### src/rtl/wproc_pkg.sv
package wproc_pkg;

    localparam int OPC_W  = 4;
    localparam int REG_AW = 3;
    localparam int NREG   = 1 << REG_AW;
    localparam int RSV_W  = 3;
    localparam int INSTR_W = OPC_W + 3 * REG_AW + RSV_W;
    localparam int STORE_W = INSTR_W - RSV_W;

    // field positions inside the stored word (reserved bits dropped)
    localparam int OPC_LO = 3 * REG_AW;
    localparam int DST_LO = 2 * REG_AW;
    localparam int S1_LO  = REG_AW;
    localparam int S2_LO  = 0;

    localparam logic [OPC_W-1:0] OP_ADD  = 4'b0000;
    localparam logic [OPC_W-1:0] OP_INV  = 4'b0001;
    localparam logic [OPC_W-1:0] OP_SUB  = 4'b0010;
    localparam logic [OPC_W-1:0] OP_SLL  = 4'b0011;
    localparam logic [OPC_W-1:0] OP_SLR  = 4'b0100;
    localparam logic [OPC_W-1:0] OP_AND  = 4'b0101;
    localparam logic [OPC_W-1:0] OP_OR   = 4'b0110;
    localparam logic [OPC_W-1:0] OP_XOR  = 4'b0111;
    localparam logic [OPC_W-1:0] OP_BRC  = 4'b1000;
    localparam logic [OPC_W-1:0] OP_HALT = 4'b1111;

    typedef enum logic [1:0] {
        ST_FETCH  = 2'd0,
        ST_EXEC   = 2'd1,
        ST_HALTED = 2'd2
    } state_e;

endpackage

### src/rtl/wproc_imem.sv
module wproc_imem #(
    parameter int DEPTH = 32,
    parameter int W     = 13,
    localparam int AW   = $clog2(DEPTH)
) (
    input  logic          clk,
    input  logic          we,
    input  logic [AW-1:0] waddr,
    input  logic [W-1:0]  wdata,
    input  logic [AW-1:0] raddr,
    output logic [W-1:0]  rdata
);

    logic [W-1:0] mem [DEPTH];

    always_ff @(posedge clk) begin
        if (we) begin
            mem[waddr] <= wdata;
        end
    end

    assign rdata = mem[raddr];

endmodule

### src/rtl/wproc_regfile.sv
module wproc_regfile
    import wproc_pkg::*;
#(
    parameter int DW = 8
) (
    input  logic              clk,
    input  logic              rst_n,
    input  logic              we,
    input  logic [REG_AW-1:0] waddr,
    input  logic [DW-1:0]     wdata,
    input  logic [REG_AW-1:0] ra,
    output logic [DW-1:0]     rda,
    input  logic [REG_AW-1:0] rb,
    output logic [DW-1:0]     rdb,
    input  logic [REG_AW-1:0] ro,
    output logic [DW-1:0]     rdo
);

    logic [DW-1:0] regs [NREG];

    always_ff @(posedge clk) begin
        if (!rst_n) begin
            for (int i = 0; i < NREG; i++) begin
                regs[i] <= '0;
            end
        end else if (we) begin
            regs[waddr] <= wdata;
        end
    end

    assign rda = regs[ra];
    assign rdb = regs[rb];
    assign rdo = regs[ro];

    AST_WRITE_LANDS: assert property (@(posedge clk) disable iff (!rst_n)
        we |=> (regs[$past(waddr)] == $past(wdata)));

endmodule

### src/rtl/wproc_alu.sv
module wproc_alu
    import wproc_pkg::*;
#(
    parameter int DW = 8
) (
    input  logic [OPC_W-1:0] op,
    input  logic [DW-1:0]    a,
    input  logic [DW-1:0]    b,
    output logic [DW-1:0]    y,
    output logic             writes
);

    always_comb begin
        y      = '0;
        writes = 1'b1;
        unique case (op)
            OP_ADD:  y = a + b;
            OP_SUB:  y = a - b;
            OP_INV:  y = ~a;
            OP_SLL:  y = {a[DW-2:0], 1'b0};
            OP_SLR:  y = {1'b0, a[DW-1:1]};
            OP_AND:  y = a & b;
            OP_OR:   y = a | b;
            OP_XOR:  y = a ^ b;
            default: writes = 1'b0;
        endcase
    end

endmodule

### src/rtl/wproc_core.sv
module wproc_core
    import wproc_pkg::*;
#(
    parameter int DW         = 8,
    parameter int IMEM_DEPTH = 32,
    localparam int IA_W      = $clog2(IMEM_DEPTH)
) (
    input  logic                       clk,
    input  logic                       rst_n,
    input  logic                       prog_we,
    input  logic [IA_W-1:0]            prog_addr,
    input  logic [INSTR_W-1:RSV_W]     prog_word,
    input  logic [REG_AW-1:0]          obs_sel,
    output logic [DW-1:0]              obs_data,
    output logic                       halted
);

    state_e               state, state_nx;
    logic [IA_W-1:0]      pc, pc_nx, br_off;
    logic [STORE_W-1:0]   ir, imem_rd;
    logic [OPC_W-1:0]     opc;
    logic [REG_AW-1:0]    dst, s1, s2;
    logic [DW-1:0]        va, vb, alu_y;
    logic                 alu_wr, rf_we, br_take;

    assign opc = ir[OPC_LO +: OPC_W];
    assign dst = ir[DST_LO +: REG_AW];
    assign s1  = ir[S1_LO  +: REG_AW];
    assign s2  = ir[S2_LO  +: REG_AW];

    wproc_imem #(.DEPTH(IMEM_DEPTH), .W(STORE_W)) u_imem (
        .clk   (clk),
        .we    (prog_we),
        .waddr (prog_addr),
        .wdata (prog_word),
        .raddr (pc),
        .rdata (imem_rd)
    );

    wproc_regfile #(.DW(DW)) u_rf (
        .clk   (clk),
        .rst_n (rst_n),
        .we    (rf_we),
        .waddr (dst),
        .wdata (alu_y),
        .ra    (s1),
        .rda   (va),
        .rb    (s2),
        .rdb   (vb),
        .ro    (obs_sel),
        .rdo   (obs_data)
    );

    wproc_alu #(.DW(DW)) u_alu (
        .op     (opc),
        .a      (va),
        .b      (vb),
        .y      (alu_y),
        .writes (alu_wr)
    );

    // signed register offset brought to the PC width
    generate
        if (IA_W <= DW) begin : g_off_trunc
            assign br_off = vb[IA_W-1:0];
        end else begin : g_off_sext
            assign br_off = {{(IA_W-DW){vb[DW-1]}}, vb};
        end
    endgenerate

    assign rf_we   = (state == ST_EXEC) && alu_wr;
    assign br_take = (opc == OP_BRC) && va[0];

    always_comb begin
        if (opc == OP_HALT) begin
            pc_nx = pc;
        end else if (br_take) begin
            pc_nx = pc + br_off;
        end else begin
            pc_nx = pc + 1'b1;
        end
    end

    always_comb begin
        state_nx = state;
        unique case (state)
            ST_FETCH:  state_nx = ST_EXEC;
            ST_EXEC:   state_nx = (opc == OP_HALT) ? ST_HALTED : ST_FETCH;
            ST_HALTED: state_nx = ST_HALTED;
            default:   state_nx = ST_FETCH;
        endcase
    end

    always_ff @(posedge clk) begin
        if (!rst_n) begin
            state <= ST_FETCH;
        end else begin
            state <= state_nx;
        end
    end

    always_ff @(posedge clk) begin
        if (!rst_n) begin
            pc     <= '0;
            ir     <= '0;
            halted <= 1'b0;
        end else begin
            unique case (state)
                ST_FETCH:  ir <= imem_rd;
                ST_EXEC: begin
                    pc <= pc_nx;
                    if (opc == OP_HALT) begin
                        halted <= 1'b1;
                    end
                end
                ST_HALTED: halted <= 1'b1;
                default:   ;
            endcase
        end
    end

    AST_FETCH_THEN_EXEC: assert property (@(posedge clk) disable iff (!rst_n)
        (state == ST_FETCH) |=> (state == ST_EXEC));

    AST_HALT_STICKY: assert property (@(posedge clk) disable iff (!rst_n)
        halted |=> halted);

    AST_PC_FROZEN: assert property (@(posedge clk) disable iff (!rst_n)
        halted |=> $stable(pc));

    AST_NO_WRITE_HALTED: assert property (@(posedge clk) disable iff (!rst_n)
        halted |-> !rf_we);

    AST_BRANCH_NO_WRITE: assert property (@(posedge clk) disable iff (!rst_n)
        (state == ST_EXEC && opc == OP_BRC) |-> !rf_we);

    AST_PC_STEP_WRAPS: assert property (@(posedge clk) disable iff (!rst_n)
        (state == ST_EXEC && opc != OP_BRC && opc != OP_HALT)
        |=> (pc == IA_W'($past(pc) + 1'b1)));

endmodule

### config.mk
export PLATFORM = sky130hd
export DESIGN_NAME = wproc_core
export DESIGN_NICKNAME = d
export VERILOG_FILES = /design/src/rtl/wproc_pkg.sv /design/src/rtl/wproc_imem.sv /design/src/rtl/wproc_regfile.sv /design/src/rtl/wproc_alu.sv /design/src/rtl/wproc_core.sv
export SDC_FILE = /design/constraint.sdc
export NUM_CORES = 1
export LEC_CHECK = 0
export BUFFER_PORTS_ARGS = -buffer_cell sky130_fd_sc_hd__buf_2
export CAP_MARGIN = 20
export CORE_UTILIZATION = 27
export DETAILED_ROUTE_END_ITERATION = 12
export PLACE_DENSITY = 0.5
export SLEW_MARGIN = 20
export SYNTH_ARGS = -nofsm -noshare
export SYNTH_HDL_FRONTEND = slang
export SYNTH_SLANG_ARGS = --single-unit
### constraint.sdc
create_clock -name clk -period 5.9 [get_ports clk]
set_input_delay 1.18 -clock clk [delete_from_list [all_inputs] [get_ports clk]]
set_output_delay 1.18 -clock clk [all_outputs]
set_load 0.1 [all_outputs]
[Yosys cells after proc, flatten, opt, wreduce, memory -nomap -nowiden]
Memories as Yosys holds them, arrays and structs flattened. A register that Yosys moved wholly into a read port is not among the register bits.
Index checks and enable logic that the tools add are counted.
Storage, ports and cells
  output and inout bits: 9
  input bits: 24
  bits in writable memories: 480
  memories kept: 2
  word-level logic and storage cells: 52
  bits in registers: 8
Cells by class
  add/sub/neg operators: 4
  muxes and demuxes: 16
  reduce and logical (&&, ||, !) cells: 10
  bitwise logic cells: 5
  equality and inequality tests: 12
Memory list
  u_imem.mem: depth 32, bits a word 13, read ports 1, clocked after memory_dff 1, wr ports 1, RTL line wproc_imem.sv:14  | logic [W-1:0] mem [DEPTH];
  u_rf.regs: depth 8, bits a word 8, read ports 3, clocked after memory_dff 0, wr ports 8, RTL line wproc_regfile.sv:19  | logic [DW-1:0] regs [NREG];
Operator list (count)
  $pmux W8 S8: 1
  $eq A4 B3 Y1 const B: 4
  $reduce_or A8 Y1: 2
  $mux W1: 9
  $add A8 B8 Y8: 1
  $and A8 B8 Y8: 1
  $eq A4 B2 Y1 const B: 2
  $eq A4 B4 Y1 const B: 2
  $mux W8: 1
  $not A8 Y8: 1
  $or A8 B8 Y8: 1
  $sub A8 B8 Y8: 1
  $xor A8 B8 Y8: 1
  $pmux W2 S3: 1
  $add A5 B1 Y5 const B: 1
  $add A5 B5 Y5: 1
  $mux W5: 1
  $eq A4 B1 Y1 const B: 1
  $logic_not A4 Y1: 1
  $reduce_and A2 Y1: 2
  $mux W3: 1
  $eq A2 B1 Y1 const B: 1
  $eq A2 B2 Y1 const B: 1
  $logic_and A1 B1 Y1: 2
  7 further kinds: 7

[Longest topological paths before layout]
Gate-level depths: netlist of the first run.
  depth after elaboration: 9
  depth in mapped cells: 16
  depth with buffers taken out: 14

[Cells and area by module]
A second synthesis of the first run with hierarchy kept.
Second synthesis, totals
  cell total of the unflattened synthesis: 1444
  area total of the unflattened synthesis: 22670.5 um^2
By module, submodules not included
  wproc_imem: times used 1, area an instance 16468.3 um^2, sequential area each 12492.0 um^2, cells an instance 923
  wproc_regfile: times used 1, area an instance 4066.4 um^2, sequential area each 1921.8 um^2, cells an instance 252
  wproc_alu: times used 1, area an instance 1147.4 um^2, sequential area each 0.0 um^2, cells an instance 153
  wproc_core: times used 1, area an instance 988.4 um^2, sequential area each 420.4 um^2, cells an instance 116

[Least setup slack after synthesis of the first run]
No wires, ideal clock.
  kind: in2out
  from: input port obs_sel[0]
  to: output port obs_data[3]
  required time: 4.720 ns
  data arrival time: 3.147 ns
  cell stages on the path: 4
  path buffers: 2
  path slack: 1.573 ns
  cells stage by stage: clkbuf_1 buf_1 mux4_2 mux2_2
On the way
  cells in the longest elaborated chain, start to end: 1
Ends and longest elaborated chain
  start, declared: RTL line wproc_core.sv:13  | input logic [REG_AW-1:0] obs_sel,
  $mem_v2 Z8 W8
  end, declared: RTL line wproc_core.sv:14  | output logic [DW-1:0] obs_data,
Every way passes these cells.

==> summary.md, run 1 <==
| Metric | Value |
|---|---|
| Most common cell after layout, fill and taps aside | edfxtp_1 |
| Peak supply drop | 0.000227 V |
| Synth Area in Simple Gates | 4.41% |
| Initial core utilization | 27.4% |
| DR pass1 iterations | 5 |
| Largest family of logic cells by synthesized area | multiplexers |
| Post-synthesis xor/xnor area fraction | 0.483% |
| Status | complete, no violations |
| Pleak | 7.82 nW |
| Commonest non-fill, non-tap cells in the layout | edfxtp_1, mux4_2, nor2_1, clkbuf_16, nand2_1 |
| Crit path DAT | 4.93 ns |
| Worst Clk Skew | 0.0865 ns |
| Setup TNS | 0 ns |
| Mux cell area share after synthesis | 21.1% |
| HP Class | flop to flop |
| Max FO, Critical Path | 14 |
| Ys async rst share | 0% |
| Period utilization | 77.8% |
| Critical path type | flop to flop |
| Total number of vias | 11200 |
| Maximum clock path buffer count | 3 |
| Layout cells sized above 1 | 28.7% |
| Fin. Hold Viols | 0 |
| Post-CTS setup buffers | 0 |
| Die Width | 286 microns |
| Synthesized area per cell | 18.9 sq um |
| CTS H-tree lvls | 2 |
| Cell Area, Synth | 21800 sq um |
| Slowest stage delay, CP | 0.78 ns |
| Register area share after synthesis | 68.1% |
| Number of enable flip-flop cells after synthesis | 480 |
| Primary FF master, synth | edfxtp_1 |
| Max-slew violation count | 0 |
| Core area | 79400 sq um |
| Root buf cell | clkbuf_16 |
| CTS tree | built |
| Nets | 1283 |
| YS warnings | 0 |
| Clock sinks | 501 |
| Initial DRC Count | 858 |
| Adder-Cell Fraction of Synth Area | 1.79% |
| Cell chain of the critical path | mux2i_1, mux4_2, ha_1, nor2_1, a21oi_1, inv_1, ha_1, nor2b_1, o2111ai_1, nand3_1, o41ai_2, o31ai_1, a2111oi_4, a21oi_1 |
| DIE AREA | 81800 sq um |
| Tot GR Track Use | 13.5% |
| Setup ws final | 1.31 ns |
| Max-cap violations | 0 |
| Core Rows | 103 |
| Pin count of the biggest net entering global routing | 58 |
| Overflow after GRT | 0 |
| WL per Instance | 23.6 microns |
| PortBufs | 32 |
| I/O pin count | 33 |
| Synth Area in Compound Gates | 2.33% |
| Post-route cell area | 25100 sq um |
| Cts hold-fix bufs | 0 |
| Min cycle time layout | 4.59 ns |
| Unrepaired setup endpoints after global routing | no |
| Cell Pwr Density | 329 nW/um^2 |
| Slew at the pin closest to its max-slew limit | 1.00 ns |
| Slew HR | 32.7% |
| Via density | 4.83 |
| Routed Antenna Nets | 0 |
| Mapped Cells | 1152 |
| Final WL | 54.7 mm |
| Num CTS Buffers | 54 |
| Worst skew pair latency | 0.63 ns |
| Drt drc | 0 |
| CP Launch Type | flop |
| Clk slew on worst S/H paths | 0.06 ns |
| Final setup vio count | 0 |
| Fmax | 0.218 GHz |
| Syn Nets | 1206 |
| DPL Wire Length | 32.9 mm |
| Critical Path End Type | flop |
| Placement Cell Area | 23400 sq um |
| CP required | 6.24 ns |
| Slowest-stage cell, CP | dfxtp_1 |
| Initial antenna violation count | 5 |
| FF+latch count, synth | 501 |
| Synth-to-layout area growth | 15.0% |
| RD Place Congestion | 0.823 |
| Cell variety after synth | 56 |
| Post_cts resized | 0 |
| First-pass GRT wire length | 80.5 mm |
| Vias in the first global route | 11700 |
| Pre-CTS setup slack | 1.36 ns |
| Die height | 286 microns |
## registers in the layout (all words and copies together) (netlist names)
| name | cells |
|---|---|
| u_imem.mem | 416 |
| u_rf.regs | 64 |
| ir | 13 |
| pc | 5 |
| state | 2 |
| halted | 1 |
## per-layer routing
metal  part of all wire [%]  global-route usage [%]  vias up  wire length [microns]
li1                       -                       -     4856                      -
met1                     45                    18.4     5995                  24400
met3                    4.6                    2.40       81                   2500
met5                  0.088                       0        -                     48
met2                     49                    22.1      259                  26700
met4                    1.9                    3.53        8                   1060
## logic make-up (layout without fill, tap and decap cells)
family	count (synthesis)	in the layout
DFF	501	501
adders and majority gates	30	30
buffers and inverters	89	207
xor gates and xnor gates	12	12
muxes	233	233
other	0	1
and+or+nand+nor	213	213
AOI/OAI and AO/OA	74	74
## power breakdown
part           switching (mW)  total [mW]  internal (mW)
clock network            1.39        3.17           1.78
registers              0.0683        4.03           3.96
logic                   0.614        1.05          0.431
## synth_stat cells (5+ instances only)
cell	instances	area [sq um]
edfxtp_1	480	14400
mux4_2	179	4030
nor2_1	108	405
nand2_1	50	188
mux2i_1	40	400
clkbuf_1	35	131
ha_1	28	350
inv_1	24	90.1
dfxtp_1	21	420
buf_1	16	60.1
o21ai_1	15	75.1
a21oi_1	13	65.1
mux2_2	12	135
nand3_1	10	50.1
nor2b_1	10	62.6
o21ai_0	9	45.0
o22ai_1	8	50.1
nand2b_1	7	43.8
xnor2_1	7	61.3
and2_1	6	37.5
buf_2	5	25.0
inv_2	5	18.8
nand3b_1	5	37.5
xor2_1	5	43.8
## final timing paths
check / from / slack [ns] / endpoint / cells after the start
worst max register to register: ir[2] / 1.31 / u_rf.regs[1][7] / 14
worst min register to register: halted / 0.46 / halted / 1
worst min-delay path: halted / 0.46 / halted / 1
worst max-delay path: ir[2] / 1.31 / u_rf.regs[1][7] / 14
## layout make-up
type	count	area [sq um]
Timing Repair Buffer	81	551
Clock inverter	30	267
Tap cell	1050	1310
Multi-Input combinational cell	562	6570
Fill cell	7770	54300
Clock buffer	67	1400
Sequential cell	501	14800
Antenna cell	1	2.50
Inverter	29	109
## per-stage QoR
step	instances	power, mW	utilization (%)	hold slack, ns
after CTS	2319	8.35	31.5	0.470
after detailed placement	2222	5.17	29.4	0.454
after global routing	2320	8.57	31.6	0.499
after floorplan	1152	4.84	-	0.437
after global placement	2222	5.15	29.4	0.458
final	2321	8.25	31.6	0.462
## worst max-delay path: cells and delay by family (launching register included)
family	cells	cell delay (ns)
buffers and inverters	1	0.08
multiplexers	2	0.76
adder cells (fa/ha/maj)	2	0.58
AO/OA/AOI/OAI	6	1.75
flip-flops	1	0.78
AND/OR/NAND/NOR	3	0.34
Note: power is estimated with default switching activity, not from simulation.
==> run 2: changes to the inputs <==
- ABC_AREA: not set -> 1
- clock period: 5.9 -> 4.55 ns (I/O delays scaled with it)
==> summary.md, run 2 <==
| Metric | Value |
|---|---|
| Synth-to-layout area growth | 13.8% |
| Most frequent cells after synthesis | edfxtp_1, nor2_1, o21ai_0 |
| Final WL | 68.5 mm (+25%) |
| Post-Route Utilization | 31.2% (-0.36 points) |
| Drt drc | 0 (unchanged) |
| Status | complete, no violations |
| CP required | 4.89 ns (-1.35 ns) |
| Maximum clock path buffer count | 3 (unchanged) |
| CP Launch Type | flop |
| Initial antenna violation count | 1 (-4) |
| WL per Instance | 21.3 microns (-9.6%) |
| Fmax | 0.252 GHz (+16%) |
| Die Width | 291 microns (+1.9%) |
| Filler cell count | 8309 (+6.9%) |
| Peak supply drop | 0.000350 V (+54%) |
| Primary FF master, synth | edfxtp_1 |
| RD Place Congestion | 0.906 (+10%) |
| First-pass GRT wire length | 102 mm (+26%) |
| Root buf cell | clkbuf_16 |
| Max FO, Critical Path | 15 (+1) |
| Setup TNS | 0 ns (unchanged) |
| HP Class | flop to flop |
| Hold_sp | halted |
| Clock sinks | 501 (unchanged) |
| Synthesized area per cell | 10.9 sq um (-42%) |
| Post-CTS setup buffers | 0 (unchanged) |
| Slowest-stage cell, CP | dfxtp_1 |
| Critical path type | flop to flop |
| Tot GR Track Use | 15.9% (+2.4 points) |
| Placement Cell Area | 24000 sq um (+2.6%) |
| Period utilization | 87.2% (+9.4 points) |
| DPL Wire Length | 41.3 mm (+26%) |
| Initial core utilization | 27.4% (about the same) |
| Delay-heaviest family, CP | simple AND/OR/NAND/NOR gates |
| Pin count of the biggest net entering global routing | 112 (+93%) |
| Syn Nets | 2134 (+77%) |
| Reg area | 14800 sq um (about the same) |
| CTS H-tree lvls | 2 (unchanged) |
| Cell variety after synth | 49 (-13%) |
| Fin Hold WS | 0.451 ns (-0.0110 ns) |
| Most common cell after layout, fill and taps aside | edfxtp_1 |
| R2r startpoint | ir[2] |
| Vias in the first global route | 15500 (+32%) |
| Crit path DAT | 4.30 ns (-0.63 ns) |
| Unrepaired setup endpoints after global routing | no |
| Min cycle time layout | 3.97 ns (-0.625 ns) |
| Core Rows | 105 (+1.9%) |
| Slew at the pin closest to its max-slew limit | 1.01 ns (+0.0129 ns) |
| Final setup vio count | 0 (unchanged) |
| Max-slew violation count | 0 (unchanged) |
| Hold path cells | 2 (+1) |
| Cell taking the most area after synthesis | edfxtp_1 |
| CTS tree | built |
| Max FFs per register | 416 (unchanged) |
| Die height | 291 microns (+1.9%) |
| Levels on crit path | 14 (unchanged) |
| Post_cts resized | 0 (unchanged) |
| Worst hold endpoint | halted |
| CP Buf/Inv Count | 2 (+1) |
| Ys async rst share | 0% (unchanged) |
| Layout cells sized above 1 | 10.0% (-19 points) |
| YS warnings | 0 (unchanged) |
| Nets | 2155 (+68%) |
| Placed Instances | 3115 (+40%) |
| Overflow after GRT | 0 (unchanged) |
| Max-cap violations | 0 (unchanged) |
| Pleak | 8.87 nW (+13%) |
| Total number of vias | 16200 (+45%) |
| Post-route cell area | 25700 sq um (+2.7%) |
| Num CTS Buffers | 54 (unchanged) |
| Cell Pwr Density | 458 nW/um^2 (+39%) |
| Routed Antenna Nets | 0 (unchanged) |
| Commonest non-fill, non-tap cells in the layout | edfxtp_1, nor2_1, o21ai_0, nand2_1, inv_1 |
| I/O pin count | 33 (unchanged) |
| Fin. Hold Viols | 0 (unchanged) |
| Mapped Cells | 2080 (+81%) |
| Slew HR | 32.3% (-0.42 points) |
| Cell chain of the critical path | inv_1, nand3_1, nand2_2, ha_1, or2_2, o21ai_0, inv_1, fa_1, nor2_1, o21ai_0, nand2_1, o22ai_1, a211oi_2, nor2_1 |
| Register area share after synthesis | 65.6% (-2.5 points) |
| PortBufs | 32 (unchanged) |
| N_diodes | 0 (-1) |
| Top post-synthesis cells by area | edfxtp_1, o21ai_0, nor2_1 |
| Worst skew pair latency | 0.66 ns (+0.03 ns) |
| Reg2reg path depth | 14 (unchanged) |
| Clk slew on worst S/H paths | 0.06 ns (about the same) |
| Largest registers | u_imem.mem x416, u_rf.regs x64, ir x13 |
| DR pass1 iterations | 5 (unchanged) |
| Core area | 82500 sq um (+3.9%) |
| Via density | 5.04 (+4.6%) |
| Worst Clk Skew | 0.0786 ns (-0.00790 ns) |
| Initial DRC Count | 1660 (+93%) |
| Multi-input logic area | 6600 sq um (+0.57%) |
| DIE AREA | 84900 sq um (+3.9%) |
| Most frequent cell after synthesis | edfxtp_1 |
| Number of enable flip-flop cells after synthesis | 480 (unchanged) |
| Biggest register | u_imem.mem |
| Cts hold-fix bufs | 0 (unchanged) |
| Cell Area, Synth | 22600 sq um (+3.9%) |
| Fin cells | 3213 (+38%) |
| FF+latch count, synth | 501 (unchanged) |
| Worst r2r dst | u_rf.regs[3][4] |
| Critical Path End Type | flop |
| FF-to-FF setup slack | 0.58 ns (-0.73 ns) |
| Slowest stage delay, CP | 0.67 ns (-0.11 ns) |
| Yosys top cell area share | 63.7% (-2.5 points) |
[run 2: cell types whose count changed after synthesis, sizes merged, moves of 12 or more]
| cell | previous run | this run |
|---|---|---|
| o21ai | 24 | 337 |
| nor2 | 108 | 380 |
| mux4 | 179 | 0 |
| nand2 | 50 | 194 |
| inv | 29 | 149 |
| o22ai | 8 | 112 |
| nand3 | 10 | 92 |
| a21oi | 13 | 72 |
| mux2i | 42 | 0 |
| clkbuf | 35 | 68 |
| buf | 25 | 53 |
| o221ai | 1 | 23 |
| o211ai | 1 | 14 |
| mux2 | 12 | 0 |
[run 2: cell type report]
type	instances	share of cell area [%]
well taps	1070	5.20
clock buffers	68	5.62
inverters	151	2.27
clock inverters	30	1.15
flip-flops and latches	501	57.7
repair buffers	86	2.44
multi-input cells	1307	25.7
[run 2: through the flow]
stage,setup slack [ns],power [mW]
3_5_place_dp,0.586,7.58
3_3_place_gp,0.676,7.55
2_1_floorplan,0.401,6.86
4_1_cts,0.573,11.9
6_report,0.585,11.8
5_1_grt,0.187,12.3
[run 2: how the worst max path moves through the flow]
stage | slack [ns] | start | endpoint
2_1_floorplan | 0.40 | obs_sel[1] | obs_data[5]
3_3_place_gp | 0.68 | ir[0] | u_rf.regs[6][4]
3_5_place_dp | 0.59 | ir[2] | u_rf.regs[3][4]
4_1_cts | 0.57 | ir[2] | u_rf.regs[0][4]
5_1_grt | 0.19 | ir[2] | u_rf.regs[0][4]
6_report | 0.58 | ir[2] | u_rf.regs[3][4]
[run 2: cells by family (layout without fill, tap and decap cells)]
| family | Yosys count | count (layout) | share of synthesized area [%] |
|---|---|---|---|
| AO/OA/AOI/OAI | 587 | 587 | 14.7 |
| XOR/XNOR | 9 | 9 | 0.349 |
| adder cells (fa/ha/maj) | 30 | 30 | 1.73 |
| buffers and inverters | 272 | 335 | 5.26 |
| flip-flops | 501 | 501 | 65.6 |
| AND/OR/NAND/NOR | 681 | 681 | 12.3 |
[run 2: tightest hold or removal path, stage by stage, from the launching register on]
cell and delay, ns:
dfxtp_1 0.32, nand2_1 0.04, o21ai_0 0.05
[run 2: where the power goes]
group / internal, mW / leakage [nW] / switching (mW)
combinational: 0.642 / 3.44 / 1.63
sequential: 5.16 / 4.58 / 0.0575
clock: 2.43 / 0.845 / 1.86
[run 2: routing by layer]
layer | wire length, microns | vias up | global-route usage, % | part of all wire [%]
li1 | - | 7491 | - | -
met4 | 1440 | 0 | 4.04 | 2.1
met1 | 31200 | 8058 | 22.4 | 45
met3 | 4290 | 92 | 2.14 | 6.3
met5 | 0 | - | 0 | 0
met2 | 31600 | 568 | 25.5 | 46
